--- src/rtl/rtc_cal_pkg.sv ---
package rtc_cal_pkg;

  localparam int MIN_W  = 7;
  localparam int HOUR_W = 6;
  localparam int DAY_W  = 6;
  localparam int MON_W  = 5;

  typedef enum logic [1:0] {
    FLD_MIN  = 2'd0,
    FLD_HOUR = 2'd1,
    FLD_DAY  = 2'd2,
    FLD_MON  = 2'd3
  } field_sel_e;

  // BCD increment of a two-digit value
  function automatic logic [7:0] bcd_inc(input logic [7:0] v);
    logic [7:0] r;
    if (v[3:0] >= 4'd9) r = {v[7:4] + 4'd1, 4'd0};
    else                r = {v[7:4], v[3:0] + 4'd1};
    return r;
  endfunction

  // last day of the month, BCD, no leap-year logic
  function automatic logic [7:0] month_last_day(input logic [7:0] m);
    logic [7:0] r;
    case (m)
      8'h02:                      r = 8'h28;
      8'h04, 8'h06, 8'h09, 8'h11: r = 8'h30;
      default:                    r = 8'h31;
    endcase
    return r;
  endfunction

endpackage

--- src/rtl/rtc_rst_sync.sv ---
module rtc_rst_sync (
  input  logic clk,
  input  logic rst_n,
  output logic rst_core_n
);
  logic [1:0] sync_q;

  always_ff @(posedge clk or negedge rst_n) begin
    if (!rst_n) sync_q <= 2'b00;
    else        sync_q <= {sync_q[0], 1'b1};
  end

  assign rst_core_n = sync_q[1];
endmodule

--- src/rtl/rtc_prescaler.sv ---
module rtc_prescaler #(
  parameter int PRE_W = 15
) (
  input  logic clk,
  input  logic rst_n,
  input  logic tick_en,
  input  logic cmd_clr,
  input  logic cmd_adj,
  output logic trim_out,
  output logic sec_sq,
  output logic min_sq,
  output logic min_carry
);
  localparam int               TRIM_BIT = PRE_W - 8;
  localparam logic [PRE_W-1:0] PRE_ONE  = PRE_W'(1);
  localparam logic [5:0]       SEC_LAST = 6'd59;
  localparam logic [5:0]       SEC_HALF = 6'd30;

  logic [PRE_W-1:0] pre_q, pre_d;
  logic [5:0]       sec_q, sec_d;
  logic             late;

  assign late = (sec_q >= SEC_HALF);

  always_comb begin
    pre_d     = pre_q;
    sec_d     = sec_q;
    min_carry = 1'b0;
    if (cmd_adj) begin
      pre_d     = '0;
      sec_d     = '0;
      min_carry = late;
    end else if (cmd_clr) begin
      pre_d = '0;
      sec_d = '0;
    end else if (tick_en) begin
      pre_d = pre_q + PRE_ONE;
      if (&pre_q) begin
        if (sec_q == SEC_LAST) begin
          sec_d     = '0;
          min_carry = 1'b1;
        end else begin
          sec_d = sec_q + 6'd1;
        end
      end
    end
  end

  always_ff @(posedge clk or negedge rst_n) begin
    if (!rst_n) begin
      pre_q <= '0;
      sec_q <= '0;
    end else begin
      pre_q <= pre_d;
      sec_q <= sec_d;
    end
  end

  assign trim_out = pre_q[TRIM_BIT];
  assign sec_sq   = pre_q[PRE_W-1];
  assign min_sq   = late;
endmodule

--- src/rtl/rtc_bcd_field.sv ---
module rtc_bcd_field #(
  parameter int         W       = 7,
  parameter logic [7:0] RST_VAL = 8'h00
) (
  input  logic         clk,
  input  logic         rst_n,
  input  logic         adv,
  input  logic         at_limit,
  input  logic         wr_en,
  input  logic [W-1:0] wr_val,
  output logic [W-1:0] value
);
  import rtc_cal_pkg::*;

  localparam logic [W-1:0] WRAP_VAL = W'(RST_VAL);

  logic [W-1:0] value_d;

  always_comb begin
    value_d = value;
    if (wr_en)         value_d = wr_val;
    else if (adv) begin
      if (at_limit)    value_d = WRAP_VAL;
      else             value_d = W'(bcd_inc(8'(value)));
    end
  end

  always_ff @(posedge clk or negedge rst_n) begin
    if (!rst_n) value <= WRAP_VAL;
    else        value <= value_d;
  end
endmodule

--- src/rtl/rtc_calendar_core.sv ---
module rtc_calendar_core
  import rtc_cal_pkg::*;
#(
  parameter int PRE_W = 15
) (
  input  logic              clk,
  input  logic              rst_n,
  input  logic              tick_en,
  input  logic              cmd_prescale_clr,
  input  logic              cmd_round_adj,
  input  logic              wr_en,
  input  logic [1:0]        wr_sel,
  input  logic [MIN_W-1:0]  wr_data,
  output logic              trim_out,
  output logic              sec_sq,
  output logic              min_sq,
  output logic [MIN_W-1:0]  minutes,
  output logic [HOUR_W-1:0] hours,
  output logic [DAY_W-1:0]  days,
  output logic [MON_W-1:0]  months
);
  logic rst_core_n;
  logic min_adv, hour_adv, day_adv, mon_adv;
  logic min_top, hour_top, day_top, mon_top;
  logic wr_min, wr_hour, wr_day, wr_mon;

  rtc_rst_sync rst_sync_i (
    .clk        (clk),
    .rst_n      (rst_n),
    .rst_core_n (rst_core_n)
  );

  rtc_prescaler #(.PRE_W(PRE_W)) pre_i (
    .clk       (clk),
    .rst_n     (rst_core_n),
    .tick_en   (tick_en),
    .cmd_clr   (cmd_prescale_clr),
    .cmd_adj   (cmd_round_adj),
    .trim_out  (trim_out),
    .sec_sq    (sec_sq),
    .min_sq    (min_sq),
    .min_carry (min_adv)
  );

  // write decode
  always_comb begin
    wr_min  = wr_en && (wr_sel == FLD_MIN);
    wr_hour = wr_en && (wr_sel == FLD_HOUR);
    wr_day  = wr_en && (wr_sel == FLD_DAY);
    wr_mon  = wr_en && (wr_sel == FLD_MON);
  end

  // wrap detection and carry chain; a written field passes no carry on
  always_comb begin
    min_top  = (8'(minutes) >= 8'h59);
    hour_top = (8'(hours)   >= 8'h23);
    day_top  = (8'(days)    >= month_last_day(8'(months)));
    mon_top  = (8'(months)  >= 8'h12);
    hour_adv = min_adv  && min_top  && !wr_min;
    day_adv  = hour_adv && hour_top && !wr_hour;
    mon_adv  = day_adv  && day_top  && !wr_day;
  end

  rtc_bcd_field #(.W(MIN_W), .RST_VAL(8'h00)) min_i (
    .clk (clk), .rst_n (rst_core_n), .adv (min_adv), .at_limit (min_top),
    .wr_en (wr_min), .wr_val (wr_data), .value (minutes)
  );

  rtc_bcd_field #(.W(HOUR_W), .RST_VAL(8'h00)) hour_i (
    .clk (clk), .rst_n (rst_core_n), .adv (hour_adv), .at_limit (hour_top),
    .wr_en (wr_hour), .wr_val (wr_data[HOUR_W-1:0]), .value (hours)
  );

  rtc_bcd_field #(.W(DAY_W), .RST_VAL(8'h01)) day_i (
    .clk (clk), .rst_n (rst_core_n), .adv (day_adv), .at_limit (day_top),
    .wr_en (wr_day), .wr_val (wr_data[DAY_W-1:0]), .value (days)
  );

  rtc_bcd_field #(.W(MON_W), .RST_VAL(8'h01)) mon_i (
    .clk (clk), .rst_n (rst_core_n), .adv (mon_adv), .at_limit (mon_top),
    .wr_en (wr_mon), .wr_val (wr_data[MON_W-1:0]), .value (months)
  );
endmodule

--- config.mk ---
export PLATFORM = sky130hd
export DESIGN_NAME = rtc_calendar_core
export DESIGN_NICKNAME = d
export VERILOG_FILES = /design/src/rtl/rtc_cal_pkg.sv /design/src/rtl/rtc_rst_sync.sv /design/src/rtl/rtc_prescaler.sv /design/src/rtl/rtc_bcd_field.sv /design/src/rtl/rtc_calendar_core.sv
export SDC_FILE = /design/constraint.sdc
export NUM_CORES = 1
export LEC_CHECK = 0
export ABC_AREA = 0
export CORE_MARGIN = 5
export CORE_UTILIZATION = 49
export CTS_CLUSTER_SIZE = 40
export DETAILED_ROUTE_END_ITERATION = 16
export GPL_TIMING_DRIVEN = 0
export HOLD_SLACK_MARGIN = 0.15
export PLACE_DENSITY = 0.72
export SLEW_MARGIN = 20
export SYNTH_ARGS = -nofsm -noshare
export SYNTH_HDL_FRONTEND = slang
export SYNTH_SLANG_ARGS = --single-unit
--- constraint.sdc ---
create_clock -name clk -period 1.65 [get_ports clk]
set_input_delay 0.165 -clock clk [delete_from_list [all_inputs] [get_ports clk]]
set_output_delay 0.165 -clock clk [all_outputs]
set_load 0.005 [all_outputs]
Yosys cells after proc, flatten, opt, wreduce, memory -nomap -nowiden
Cells that the tools add are included.
Storage, ports and cells
  output and inout bits: 27
  logic and storage cells: 100
  input bits: 15
  register bits after elaboration: 47
Operators by class
  $add $sub $neg: 10
  equality and inequality tests: 9
  multiplexer cells: 30
  magnitude comparators: 9
  reduce and logical (&&, ||, !) cells: 31
Operators by type and width (count)
  6-bit two-way mux: 13
  15-bit two-way mux: 3
  7-bit two-way mux: 4
  5-bit two-way mux: 4
  3-bit nonzero test: 6
  4-bit by 1-bit adder with 4-bit output, second input constant: 4
  4-bit >= comparator, second input constant: 4
  15-bit by 1-bit adder with 15-bit output, second input constant: 1
  15-bit AND reduction: 1
  5-bit by 3-bit == test with 1-bit output, second input constant: 2
  1-bit logical AND: 10
  5-bit case mux with 2 select lines: 1
  2-bit AND reduction: 5
  6-bit by 8-bit >= comparator with 1-bit output: 1
  2-bit nonzero test: 4
  7-bit >= comparator, second input constant: 1
  6-bit by 1-bit adder with 6-bit output, second input constant: 1
  6-bit == test, second input constant: 1
  6-bit by 5-bit >= comparator with 1-bit output, second input constant: 1
  6-bit >= comparator, second input constant: 1
  5-bit by 2-bit == test with 1-bit output, second input constant: 1
  5-bit by 4-bit == test with 1-bit output, second input constant: 1
  5-bit == test, second input constant: 1
  5-bit >= comparator, second input constant: 1
  9 further kinds: 17

Depth between registers and ports, before layout
  depth after elaboration: 14
  gate-level depth with buffers: 12
  mapped depth without buffers: 11

By module
Synthesis repeated with hierarchy kept, for this count alone.
Second synthesis, totals
  cell total of the unflattened synthesis: 353
  area total of the unflattened synthesis: 3303.2 µm²
By module, submodules not included
  rtc_prescaler: sequential area each 525.5 µm², times used 1, area an instance 1188.6 µm², cells each 120
  rtc_bcd_field at min_i: sequential area each 175.2 µm², times used 1, area an instance 529.3 µm², cells each 60
  rtc_bcd_field at day_i: sequential area each 151.4 µm², times used 1, area an instance 489.2 µm², cells each 50
  rtc_bcd_field at hour_i: sequential area each 150.1 µm², times used 1, area an instance 434.2 µm², cells each 48
  rtc_bcd_field at mon_i: sequential area each 126.4 µm², times used 1, area an instance 381.6 µm², cells each 39
  rtc_calendar_core: sequential area each 0.0 µm², times used 1, area an instance 226.5 µm², cells each 33
  rtc_rst_sync: sequential area each 50.0 µm², times used 1, area an instance 53.8 µm², cells each 3

Worst setup path before layout
Ideal clock, no wire load.
  path type: register -> register
  start: register mon_i.value[0]
  end: register day_i.value[5]
  path buffers: 0
  arrival: 2904 ps
  required time: 1526 ps
  library setup time: 124 ps
  cell stages (with the launch flop): 12
  period minus slack after synthesis: 3028 ps
  slack: -1378 ps
  path through: dfstp_2 -> inv_1 -> ha_1 -> a21oi_1 -> nor3_1 -> a31oi_1 -> ha_1 -> or4b_2 -> a211o_1 -> nor3_2 -> nor3_1 -> o31a_1
Between the ends
  word-level cells in the longest chain between the ends: 7
  elaborated cells on any way between the ends: 13
  those cells by class: order compare (1); eq/ne (5); mux (4); reduce/logical (3)
Ends and longest elaborated chain
  start: declaration: RTL line rtc_bcd_field.sv:11  | output logic [W-1:0] value
  start signal: assignment: RTL line rtc_bcd_field.sv:30  | else value <= value_d;
  5-bit by 3-bit == test with 1-bit output, or another cell as far along: RTL line rtc_cal_pkg.sv:26  | case (m)
  4-bit OR reduction: RTL line rtc_cal_pkg.sv:26
  5-bit case mux with 2 select lines (*): RTL line rtc_cal_pkg.sv:26
  6-bit by 8-bit >= comparator with 1-bit output (*): RTL line rtc_calendar_core.sv:57  | day_top = (8'(days) >= month_last_day(8'(months)));
  6-bit two-way mux: RTL line rtc_bcd_field.sv:23  | if (at_limit) value_d = WRAP_VAL;
  6-bit two-way mux: RTL line rtc_bcd_field.sv:22  | else if (adv) begin
  6-bit two-way mux: RTL line rtc_bcd_field.sv:21  | if (wr_en) value_d = wr_val;
  end signal: assignment: RTL line rtc_bcd_field.sv:30
  end: declaration: RTL line rtc_bcd_field.sv:11
Mark *: on every way between the ends. The rest lies on a longest branch, timed or not. The select of a mux whose other input is x is not followed.
A chain may end at the register's enable or synchronous reset.

Worst setup path in the final report
Same ends and word-level chain as after synthesis.

==> results.json <==
{
  "start_util_pct": 50.0,
  "slowest_delay_ns": 0.56,
  "timing.slew.headroom_pct": 46.0,
  "vias": 3288,
  "ys_seq_area_share_pct": 37.3,
  "fin_skew_ns": 0.00999,
  "crit_type": "reg -> reg",
  "clock-sinks": 47,
  "dp_hpwl_um": 6020,
  "hold_viol": 0,
  "slew_violations": 0,
  "yosysUniqueCellTypes": 62,
  "yosys-top-cells-count": "45 x dfrtp_1, 42 x nor2_1, 36 x nand2_1, 23 x ha_1, 19 x inv_1",
  "synth_nets": 400,
  "fp.coreArea_um2": 6310,
  "yosys_warnings": 0,
  "path_max_fanout": 5,
  "synthTopCellsByArea": "dfrtp_1 36%, ha_1 9.1%, nor2_1 5.0%, nand2_1 4.3%, nand4_1 2.6%",
  "totalWireLength_um": 10200,
  "cp.arrival_ns": 3.20,
  "cts_buffer_depth": 2,
  "synth-edff-count": 0,
  "p_total_uw": 3890,
  "p_leak_uw": 0.00199,
  "worstSetupEndpointType": "flop",
  "die_x_um": 90.3,
  "synthCells": 362,
  "synth_largest_area_cell": "dfrtp_1",
  "clkTransAtPathRegs_ns": 0.10,
  "nNetsFinal": 503,
  "viasPerCell": 6.06,
  "path_cells": "inv_2 > ha_4 > a21oi_2 > nor3_1 > a31oi_1 > ha_1 > or4b_4 > a211o_4 > a211o_1 > a41oi_2 > o31a_1",
  "die-area_um2": 8150,
  "avgSynthCellArea_um2": 8.72,
  "gp_congestion": 0.820,
  "maxCapViolations": 0,
  "clkLatencyLatePin_ns": 0.31,
  "io_pins": 42,
  "rsz0062_at_grt": "true",
  "die_h_um": 90.3,
  "slowest_stage": "dfstp_2",
  "htree_levels": 2,
  "yosysMostFrequentCell": "dfrtp_1",
  "hold_path.class": "reg -> async",
  "fillers": 431,
  "numPortBuffers": 40,
  "required_ns": 1.90,
  "powerDensity_nw_per_um2": 805,
  "n_antenna_cell": 0,
  "cp-start-kind": "flop",
  "area_growth_syn_to_layout_pct": 53.2,
  "setup_viol_count_final": 31,
  "violations": "setup timing",
  "synth-main-ff-cell": "dfrtp_1",
  "placementRows": 29,
  "grt_pass1_vias": 3206,
  "vdd_drop_max_uv": 596,
  "cts_made_buffers": 5,
  "ant_nets": 0,
  "drive_gt1_share_pct": 33.5,
  "tritoncts": "yes",
  "dr.pass1.iters": 4,
  "fmax_mhz": 340,
  "cts-root-buf": "clkbuf_8",
  "route.detailed.drc": 0,
  "outcome": "finished, violations left",
  "syn_area_um2": 3160,
  "worst_pin_slew_ns": 0.803,
  "grt_max_degree": 28,
  "grt_pass1_wl_um": 15700,
  "fin_crit_sh_pct": 178,
  "synth_top_area_share_pct": 35.7,
  "design_area_um2": 4840,
  "min_period_ns": 2.94,
  "wl_per_cell_um": 18.8,
  "ys_ff_latch": 47,
  "tns_ns": -18.61,
  "synth-async-reset-ratio_pct": 100,
  "gr-total-overflow": 0,
  "antenna_found_initial": 0,
  "drt_iter0_drc": 315,
  "place_area_um2": 3820,
  "fin_util_pct": 76.6,
  "grtUsageTotal_pct": 23.1,
  "setup_slack_ns": -1.29
}
==> path summary, 6_finish.rpt <==
path                            slack, ns  cells after the start                         end                      startpoint
worst max-delay path                -1.29                     11  day_i.value[5]$_DFFE_PN0P_      mon_i.value[0]$_DFFE_PN1P_
worst min-delay path                 0.21                      0  min_i.value[6]$_DFFE_PN0P_  rst_sync_i.sync_q[1]$_DFF_PN0_
worst max register to register      -1.29                     11  day_i.value[5]$_DFFE_PN0P_      mon_i.value[0]$_DFFE_PN1P_
worst min register to register       0.21                      0  min_i.value[6]$_DFFE_PN0P_  rst_sync_i.sync_q[1]$_DFF_PN0_
max in group asynchronous            0.85                      1  day_i.value[0]$_DFFE_PN1P_  rst_sync_i.sync_q[1]$_DFF_PN0_
min in group clk                     0.24                      3  pre_i.pre_q[0]$_DFFE_PN0P_                         tick_en
==> logic make-up (layout without fill, tap and decap cells) <==
logic type	count (synthesis)	count (layout)	share of synthesized area, %
and+or+nand+nor	162	162	26.8
AOI/OAI and AO/OA	79	79	17.3
DFF	47	47	37.3
buffers and inverters	31	135	3.80
adders and majority gates	23	23	9.12
xor gates and xnor gates	13	13	3.61
muxes	6	6	1.94
other	1	1	0.119
==> power by group <==
part           switching [uW]  leakage (uW)  internal (uW)  total (uW)
Sequential                227      0.000586           1290        1520
Combinational             729       0.00136            874        1600
Clock                     427     0.0000482            340         767
Total                    1380       0.00199           2510        3890
==> sequential cells by signal, summed over array words and instances, names as in the netlist <==
register	count
day_i.value	6
hour_i.value	6
min_i.value	7
mon_i.value	5
pre_i.pre_q	15
pre_i.sec_q	6
rst_sync_i.sync_q	2
==> layout by cell type (no fill, tap or decap), drive strengths merged, types with 11 or more instances in the layout <==
cell	Yosys	layout
nor2	42	42
a21oi	14	14
nand4	13	13
inv	19	19
clkbuf	8	15
nor3	11	11
buf	4	60
nand3	14	14
dfrtp	45	45
a31oi	12	12
nand2	36	36
o21ai	14	14
clkdlybuf4s50	0	38
ha	23	23
==> routing by layer <==
metal | GRT usage [%] | wire length, um
met2 | 40.5 | 5420
met3 | 3.00 | 433
met4 | 8.81 | 246
met5 | 0 | 0
met1 | 28.6 | 4120
==> area by class of cell <==
cell class,instances,area [um^2],area share [%]
Inverter,19,73.8,1.53
Clock buffer,7,86.3,1.79
Multi-Input combinational cell,284,2350,48.5
Sequential cell,47,1190,24.6
Clock inverter,1,5.00,0.103
Buffer,11,96.3,1.99
Tap cell,77,96.3,1.99
Timing Repair Buffer,97,941,19.5
==> critical path: cells and delay by family (launching register included) <==
kind / cells / cell delay, ns
AOI/OAI and AO/OA: 6 / 1.23
DFF: 1 / 0.56
adders and majority gates: 2 / 0.42
buffers and inverters: 1 / 0.06
and+or+nand+nor: 2 / 0.59
==> metrics by stage <==
step	setup WS, ns	std cells	hold WS [ns]
final	-1.29	543	0.207
after floorplan	-1.17	362	-0.131
after CTS	-1.31	522	0.230
after detailed placement	-1.49	480	0.226
after global placement	-1.45	479	0.335
after global routing	-1.40	543	0.248
==> repair_timing <==
| action | CTS | global route |
|---|---|---|
| hold endpoints to repair | 2 | 0 |
| buffers inserted | 31 | 25 |
| gates resized for setup | 56 | 61 |
| pin swaps | 31 | 46 |
| hold buffers | 1 | 0 |
| endpoints found under the setup margin | 34 | 34 |
| cloned | 2 | 0 |
(Power assumes the default switching activity.)
